==> src/rtl/ret_stack.sv <==
module ret_stack #(
  parameter int AW    = 9,
  parameter int DEPTH = 3
) (
  input  logic          clk,
  input  logic          rst,
  input  logic          push,
  input  logic          pop,
  input  logic [AW-1:0] push_addr,
  output logic [AW-1:0] top_addr
);

  localparam int BOT = DEPTH - 1;

  logic [AW-1:0] lvl [DEPTH];
  logic [AW-1:0] nxt [DEPTH];

  always_comb begin
    nxt = lvl;
    if (push)
      nxt[0] = push_addr;
    else if (pop)
      nxt[0] = lvl[1];
    for (int i = 1; i < BOT; i++) begin
      if (push && !pop)
        nxt[i] = lvl[i-1];
      else if (pop && !push)
        nxt[i] = lvl[i+1];
    end
    if (push && !pop)
      nxt[BOT] = lvl[BOT-1];
  end

  always_ff @(posedge clk) begin
    if (rst) begin
      for (int i = 0; i < DEPTH; i++) lvl[i] <= '0;
    end else begin
      lvl <= nxt;
    end
  end

  assign top_addr = lvl[0];

  assert_reset_clear_R1: assert property (@(posedge clk)
    $past(rst) === 1'b1 |-> (top_addr == '0 && lvl[BOT] == '0));

  assert_push_loads_top_R3: assert property (@(posedge clk) disable iff (rst)
    (push && !pop) |=> top_addr == $past(push_addr));

  assert_push_shifts_down_R3: assert property (@(posedge clk) disable iff (rst)
    (push && !pop) |=> lvl[1] == $past(top_addr));

  assert_pop_lifts_R4: assert property (@(posedge clk) disable iff (rst)
    (pop && !push) |=> top_addr == $past(lvl[1]));

  assert_pop_keeps_bottom_R6: assert property (@(posedge clk) disable iff (rst)
    (pop && !push) |=> $stable(lvl[BOT]));

  assert_both_replace_top_R7: assert property (@(posedge clk) disable iff (rst)
    (push && pop) |=> (top_addr == $past(push_addr) && $stable(lvl[1]) && $stable(lvl[BOT])));

  assert_idle_holds_R8: assert property (@(posedge clk) disable iff (rst)
    (!push && !pop) |=> ($stable(top_addr) && $stable(lvl[1]) && $stable(lvl[BOT])));

endmodule

==> config.mk <==
export PLATFORM = sky130hd
export DESIGN_NAME = ret_stack
export DESIGN_NICKNAME = d
export VERILOG_FILES = /design/src/rtl/ret_stack.sv
export SDC_FILE = /design/constraint.sdc
export NUM_CORES = 1
export LEC_CHECK = 0
export ABC_AREA = 1
export BUFFER_PORTS_ARGS = -buffer_cell sky130_fd_sc_hd__buf_2
export CAP_MARGIN = 10
export CORE_ASPECT_RATIO = 1.2
export CORE_UTILIZATION = 40
export DETAILED_ROUTE_END_ITERATION = 10
export GPL_TIMING_DRIVEN = 0
export PLACE_DENSITY = 0.66
export SETUP_SLACK_MARGIN = 0.5
export SLEW_MARGIN = 10
export SYNTH_ARGS = -nofsm -noshare
export SYNTH_HDL_FRONTEND = slang
export SYNTH_SLANG_ARGS = --single-unit
==> constraint.sdc <==
create_clock -name clk -period 1.67 [get_ports clk]
set_input_delay 0.2505 -clock clk [delete_from_list [all_inputs] [get_ports clk]]
set_output_delay 0.2505 -clock clk [all_outputs]
set_load 0.1 [all_outputs]
### Word level (Yosys, flattened, before mapping)

Index checks and enable logic that the tools add are counted.

| word-level totals | value |
|---|---|
| word-level logic and storage cells | 13 |
| bits in latches | 0 |
| input port bits | 13 |
| output and inout port bits | 9 |
| register bits after elaboration | 27 |
| memories kept | 0 |
| bits in read-only memories | 0 |
| bits in writable memories | 0 |

| cells by class | value |
|---|---|
| $mul | 0 |
| bitwise gates (word level) | 0 |
| shift-type cells | 0 |
| order comparisons | 0 |
| equality and inequality tests | 0 |
| div/mod/pow operators | 0 |
| $add $sub $neg | 0 |
| reductions and logical operators | 6 |
| multiplexer cells | 4 |

Operator list:

| operator | count |
|---|---|
| $mux W9 | 4 |
| $reduce_bool A2 Y1 | 2 |
| $logic_and A1 B1 Y1 | 2 |
| $logic_not A1 Y1 | 2 |

### Longest topological paths before layout

Gate-level depths: netlist (run 1).

| logic depth | value |
|---|---|
| depth in word-level cells | 4 |
| mapped depth | 9 |
| mapped depth without buffers | 7 |

### Worst setup path after synthesis (run 1)

Ideal clock, no wire load.

| timing | value |
|---|---|
| path type | input to register |
| start point | input push |
| end point | register lvl[17] (netlist name) |
| stages on the path | 9 |
| slack | 418 ps |
| library setup time | 109 ps |
| arrival | 1143 ps |
| path buffers | 3 |
| required time | 1561 ps |
| cell sequence | buf_6 > inv_4 > ha_1 > buf_6 > buf_12 > nor2_4 > nor2_2 > nand2_1 > inv_1 |

| between the ends | value |
|---|---|
| word-level cells in the longest chain between the ends | 3 |
| elaborated cells between the ends (all ways) | 5 |
| those cells by class | mux (1); reduce/logical (4) |

Ends and longest elaborated chain:

| item | line | source |
|---|---|---|
| from (decl) | 7 | `input logic push,` |
| $logic_not A1 Y1 | 27 | `else if (pop && !push)` |
| $logic_and A1 B1 Y1 | 27 |  |
| $reduce_bool A2 Y1 (no source line) | - |  |
| to (signal assigned) | 38 | `lvl <= nxt;` |
| to (decl) | 15 | `logic [AW-1:0] lvl [DEPTH];` |

Several ways; a longest one is shown, not always the timed one.
A chain may end at the register's enable or synchronous reset.

### Worst setup path in the final report (run 1)

| timing | value |
|---|---|
| start point | register lvl, in the netlist top_addr[2] |
| end point | output top_addr[2] |

RTL lines:

| item | line | source |
|---|---|---|
| to (decl) | 10 | `output logic [AW-1:0] top_addr` |

No word-level cell between the ends.

==> out/metrics.yaml, run 1 <==
status:
  status: "finished, final reports clean"
floorplanning:
  fp.dieArea_um2: 3770
  initial_core_util: 0.420
  die_height_um: 67.1
  num_rows: 23
  fp.dieW_um: 56.3
  core_area_um2: 3370
  io_pins: 22
power:
  p_switching_uw: 517
  intPower_uw: 1060
  peakVddDrop_mv: 0.434
  pwr-share-comb: 0.301
  p_leak_uw: 0.000917
  power.share.clock: 0.241
  p_per_area_nw_per_um2: 858
  total_power_uw: 1570
  pwr-share-seq: 0.458
  p_sw_frac: 0.328
logic_synthesis:
  syn_area_um2: 1410
  netlist.area_leader.share: 0.383
  async_flop_share: 0
  avgSynthCellArea_um2: 6.86
  yosysTopAreaCell: "dfxtp_1"
  ys_ff_latch: 27
  yosysWarnings: 0
  syn_inst: 206
  synth_top_cells_by_area: "dfxtp_1 (38%), nand2_1 (19%), inv_1 (7.4%), nand3_1 (6.4%), buf_4 (5.8%)"
  ys_types: 16
  synth_common_cells: "nand2_1 (72), inv_1 (28), dfxtp_1 (27)"
  synth_edf_count: 0
  syn_nets: 222
  yosysMostFrequentCell: "nand2_1"
  synthFlopType: "dfxtp_1"
  yosysSeqAreaShare: 0.383
route:
  drt_iter0_markers: 19
  first_pass_iters: 4
  drc: 0
  antenna_left: 0
  num_vias: 1250
  post_drt_via_cell_ratio: 4.63
  routedWlPerCell_um: 11.2
  drt-total-wl_um: 3020
clocking:
  clockBufferDepth: 2
  clk_pin_slew_ps: 100
  cts_max_level: 1
  numCtsBuffers: 3
  clk_latency_ps: 280
  cts_root_buf: "clkbuf_8"
  cts.sinks: 27
  cts_tree: "done"
setup_path:
  startpoint_type: "register"
  worst-path-max-fanout: 3
  end_kind: "primary output"
  required_ps: 1420
  worstSetupPathType: "reg -> out"
  crit_arrival_ps: 900
placed_design:
  globalplace.congestion: 0.756
  dp_hpwl_um: 1950
  io_buffer_count: 20
  dp_slack_ps: 249
finish:
  final_net_count: 250
  antenna_cells: 0
  area_growth_pct: 29.8
  num-fill-cells: 340
  drive_gt1_frac: 0.270
sta:
  fin_crit_sh: 0.689
  setup_slack_ps: 519
  fin_tns_setup_ps: 0
  worst_pin_slew_ps: 174
  drv_slew: 0
  fmax_mhz: 869
  rsz0062_at_grt: "true"
  hold_violations: 0
  maxSlewHeadroom: 0.884
  setup-violations-final: 0
  period_needed_ps: 1150
  fin_worst_skew_ps: 7.58
global_routing:
  grt_first_pass_wirelength_um: 5060
  grt_max_degree: 16
  grt_pass1_vias: 1085
  antenna_found_initial: 0
  grt_remaining_overflow: 0
  grt_usage: 0.179
min_path:
  hold_class: "in -> reg"
flow_run:
  cap_violations: 0
## power groups by stage
| stage | registers, uW | clock network (uW) | logic, uW |
|---|---|---|---|
| after detailed placement | 730 | 0 | 395 |
| after global routing | 726 | 417 | 513 |
| after floorplan | 724 | 0 | 329 |
| after global placement | 730 | 0 | 391 |
| final | 720 | 380 | 474 |
| after CTS | 719 | 388 | 457 |
## metal layers
layer	vias up	part of all wire	track usage
met5	-	0	0
met4	0	0.016	0.0823
met3	4	0.029	0.0272
met2	22	0.50	0.299
met1	561	0.45	0.227
li1	663	-	-
## layout by cell type, fill, tap and decap left out
cell type | synthesis | routed
inv_2 | 2 | 1
clkbuf_8 | 0 | 3
a21oi_1 | 16 | 16
buf_6 | 5 | 12
nand2_1 | 72 | 72
buf_12 | 1 | 11
nor2_2 | 1 | 1
buf_2 | 0 | 11
buf_8 | 1 | 1
inv_8 | 0 | 1
ha_1 | 3 | 2
ha_4 | 0 | 1
inv_1 | 28 | 28
a21oi_2 | 2 | 2
buf_4 | 11 | 6
inv_4 | 2 | 2
nor2_1 | 16 | 16
nand3_1 | 18 | 18
dfxtp_2 | 0 | 9
clkinv_2 | 0 | 1
dfxtp_1 | 27 | 18
nor2_4 | 1 | 1
## cells by family (layout without fill, tap and decap cells)
kind of cell    after synthesis  in the layout  share of synthesized area
compound gates               18             18                     0.0691
simple gates                108            108                      0.310
fa+ha+maj                     3              3                     0.0266
flops                        27             27                      0.383
buf+inv                      50             77                      0.212
## repair_timing
item | in CTS | in global routing
endpoints found under the setup margin | 9 | 15
buffers inserted | 0 | 3
resized for setup | 45 | 9
hold buffers | 0 | 0
hold endpoints to repair | 0 | 0
## final cells by class
type	count	area [um^2]	area share
multi-input cells	129	586	0.319
flip-flops and latches	27	552	0.301
repair buffers	23	258	0.141
plain buffers	18	213	0.116
inverters	32	133	0.0724
well taps	37	46.3	0.0253
clock buffers	3	41.3	0.0225
clock inverters	1	5.00	0.00273
## critical path, cell delays in order (launching register included)
cell	delay, ps
dfxtp_2	360
buf_6	100
buf_12	160
## registers in the layout (all words and copies together) (netlist names)
register and cells:
lvl 18, top_addr 9
## through the flow
stage | std cells | utilization | cell area (um^2) | hold WS, ps
floorplan | 206 | - | 1440 | 437
global placement | 263 | 0.471 | 1590 | 448
detailed placement | 263 | 0.471 | 1590 | 451
CTS | 267 | 0.528 | 1780 | 255
global route | 270 | 0.544 | 1830 | 274
finish | 270 | 0.544 | 1830 | 256
## final timing paths
kind | startpoint | end | slack, ps | cells past startpoint
max | top_addr[2]$_SDFFE_PP0P_ | top_addr[2] | 520 | 2
min reg2reg | lvl[7]$_SDFFE_PP0P_ | lvl[7]$_SDFFE_PP0P_ | 460 | 2
max reg2reg | top_addr[7]$_SDFFE_PP0P_ | lvl[16]$_SDFFE_PP0P_ | 890 | 5
min | push_addr[2] | top_addr[2]$_SDFFE_PP0P_ | 260 | 5
Power figures use the tool's default switching activity.
==> inputs of run 2 (changes only) <==
--- a/config.mk
+++ b/config.mk
@@ -5,7 +5,7 @@
 export SDC_FILE = /design/constraint.sdc
 export NUM_CORES = 1
 export LEC_CHECK = 0
-export ABC_AREA = 1
+export ABC_AREA = 0
 export BUFFER_PORTS_ARGS = -buffer_cell sky130_fd_sc_hd__buf_2
 export CAP_MARGIN = 10
 export CORE_ASPECT_RATIO = 1.2
==> constraint.sdc (replaced) <==
create_clock -name clk -period 1.1 [get_ports clk]
set_input_delay 0.165 -clock clk [delete_from_list [all_inputs] [get_ports clk]]
set_output_delay 0.165 -clock clk [all_outputs]
set_load 0.1 [all_outputs]
==> out/metrics.yaml, run 2 <==
floorplanning:
  initial_core_util: 0.434
  io_pins: 22
  core_area_um2: 2890
  num_rows: 21
  fp.dieW_um: 53.1
  fp.dieArea_um2: 3370
  die_height_um: 63.4
finish:
  final_common_cell: "mux2i_1"
  antenna_cells: 0
  area_growth_pct: 73.7
  largest_reg_flops: 18
  drive_gt1_frac: 0.651
  mostFrequentLayoutCells: "mux2i_1 (23), buf_12 (20), buf_6 (17), dfxtp_2 (16), nor2_1 (15)"
  fin_area_um2: 2180
  num-fill-cells: 185
  final_net_count: 186
  top_register: "lvl"
  final_cells: 203
logic_synthesis:
  netlist.area_leader.share: 0.431
  synthFlopType: "dfxtp_1"
  async_flop_share: 0
  synth_common_cells: "dfxtp_1 (27), mux2i_1 (27), a211oi_1 (18), nor2_1 (18), buf_4 (11)"
  synth_top_cells_by_area: "dfxtp_1 (43%), mux2i_1 (22%), a211oi_1 (11%), buf_4 (6.6%), nor2_1 (5.4%)"
  synth_edf_count: 0
  avgSynthCellArea_um2: 10.2
  syn_nets: 139
  syn_area_um2: 1250
  yosysSeqAreaShare: 0.431
  yosysTopAreaCell: "dfxtp_1"
  syn_inst: 123
  yosysWarnings: 0
  ys_ff_latch: 27
  ys_types: 12
sta:
  fin_tns_setup_ps: -330
  maxSlewHeadroom: 0.802
  period_needed_ps: 1140
  drv_slew: 0
  setup-violations-final: 9
  setup_slack_ps: -42.5
  rsz0062_at_grt: "true"
  hold_violations: 0
  fin_worst_skew_ps: 0.991
  worst_pin_slew_ps: 297
  fmax_mhz: 875
  fin_crit_sh: 1.04
setup_path:
  reg2regPathDepth: 4
  setup.worst_path.start: "top_addr[5]$_SDFFE_PP0P_"
  required_ps: 940
  crit_end: "top_addr[5]"
  worst-path-max-fanout: 2
  end_kind: "primary output"
  reg2reg_from: "top_addr[7]$_SDFFE_PP0P_"
  rrSetupSlack_ps: 140
  worst_r2r_endpoint: "lvl[16]$_SDFFE_PP0P_"
  crit_arrival_ps: 980
  startpoint_type: "register"
  worstSetupPathType: "reg -> out"
global_routing:
  grt_remaining_overflow: 0
  grt_first_pass_wirelength_um: 5230
  grt_max_degree: 16
  grt_usage: 0.217
  antenna_found_initial: 0
  grt_pass1_vias: 1118
clocking:
  clockBufferDepth: 2
  cts_max_level: 1
  hold_buffers: 0
  cts_tree: "done"
  clk_latency_ps: 320
  cts_root_buf: "clkbuf_4"
  numCtsBuffers: 3
  clk_pin_slew_ps: 140
  cts.sinks: 27
route:
  num_vias: 1039
  drc: 0
  first_pass_iters: 4
  antenna_left: 0
  post_drt_via_cell_ratio: 5.12
  drt-total-wl_um: 3180
  drt_iter0_markers: 21
  routedWlPerCell_um: 15.6
power:
  p_leak_uw: 0.000883
  peakVddDrop_mv: 0.820
  p_per_area_nw_per_um2: 1150
status:
  failed_checks: "setup timing"
  status: "finished with violations"
min_path:
  min_path_cells: 2
  hold_class: "in -> reg"
placed_design:
  dpl.cell_count: 177
  globalplace.congestion: 0.657
  dp_hpwl_um: 1770
  placed_cell_area_um2: 1620
  io_buffer_count: 20
flow_run:
  cap_violations: 0
==> run 2: cell types whose count changed after synthesis, moves of 3 or more <==
cell      change
nand2_1      -72
mux2i_1      +27
nor2b_1       +9
nand3_1      -18
a211oi_1     +18
buf_2         +3
inv_1        -26
a21oi_1      -16
==> run 2: worst max-delay path, cell delays in order, from the launching register on <==
cell and delay (ps):
dfxtp_4 390, buf_12 120, buf_12 150
==> run 2: cell type report <==
class	instances	area, um^2	share of cell area
well taps	34	42.5	0.0195
plain buffers	18	290	0.133
flip-flops and latches	27	576	0.264
multi-input cells	75	729	0.335
clock buffers	3	22.5	0.0103
repair buffers	42	493	0.226
inverters	3	21.3	0.00976
clock inverters	1	5.00	0.00230
==> run 2: how the worst min path moves through the flow <==
stage | from | endpoint | slack, ps
floorplan | push_addr[0] | top_addr[0]$_SDFFE_PP0P_ | 400
global placement | lvl[0]$_SDFFE_PP0P_ | lvl[0]$_SDFFE_PP0P_ | 470
detailed placement | lvl[6]$_SDFFE_PP0P_ | lvl[6]$_SDFFE_PP0P_ | 480
CTS | rst | lvl[17]$_SDFFE_PP0P_ | 120
global route | rst | top_addr[3]$_SDFFE_PP0P_ | 130
finish | rst | top_addr[3]$_SDFFE_PP0P_ | 150
==> run 2: cell families after synthesis <==
kind of cell               synth area share
muxes                                 0.215
and+or+nand+nor                      0.0987
DFF                                   0.431
buffers and inverters                 0.118
AOI/OAI and AO/OA                     0.108
adders and majority gates            0.0299
==> run 2: through the flow <==
stage | total power (uW) | setup slack [ps] | hold WS, ps | utilization
4_1_cts | 2460 | -58.0 | 120 | 0.713
5_1_grt | 2620 | -86.6 | 125 | 0.754
6_report | 2500 | -42.5 | 147 | 0.754
3_3_place_gp | 1760 | -187 | 473 | 0.560
3_5_place_dp | 1770 | -215 | 485 | 0.560
2_1_floorplan | 1670 | 49.8 | 397 | -
==> run 2: layer usage <==
metal,global-route usage,up-vias,share of wire
met3,0.0290,2,0.025
met5,0,-,0
met1,0.240,503,0.43
met4,0.0691,0,0.0060
met2,0.405,20,0.54
li1,-,514,-
==> run 2: report_power, final <==
group / internal (uW) / switching [uW]
Combinational: 504 / 456
Clock: 136 / 288
Sequential: 1050 / 63.2
==> run 2: repair_timing <==
item | CTS | global route
resized for setup | 77 | 22
pin swaps | 13 | 14
endpoints found under the setup margin | 36 | 36
setup buffers | 15 | 4
cloned | 3 | 0
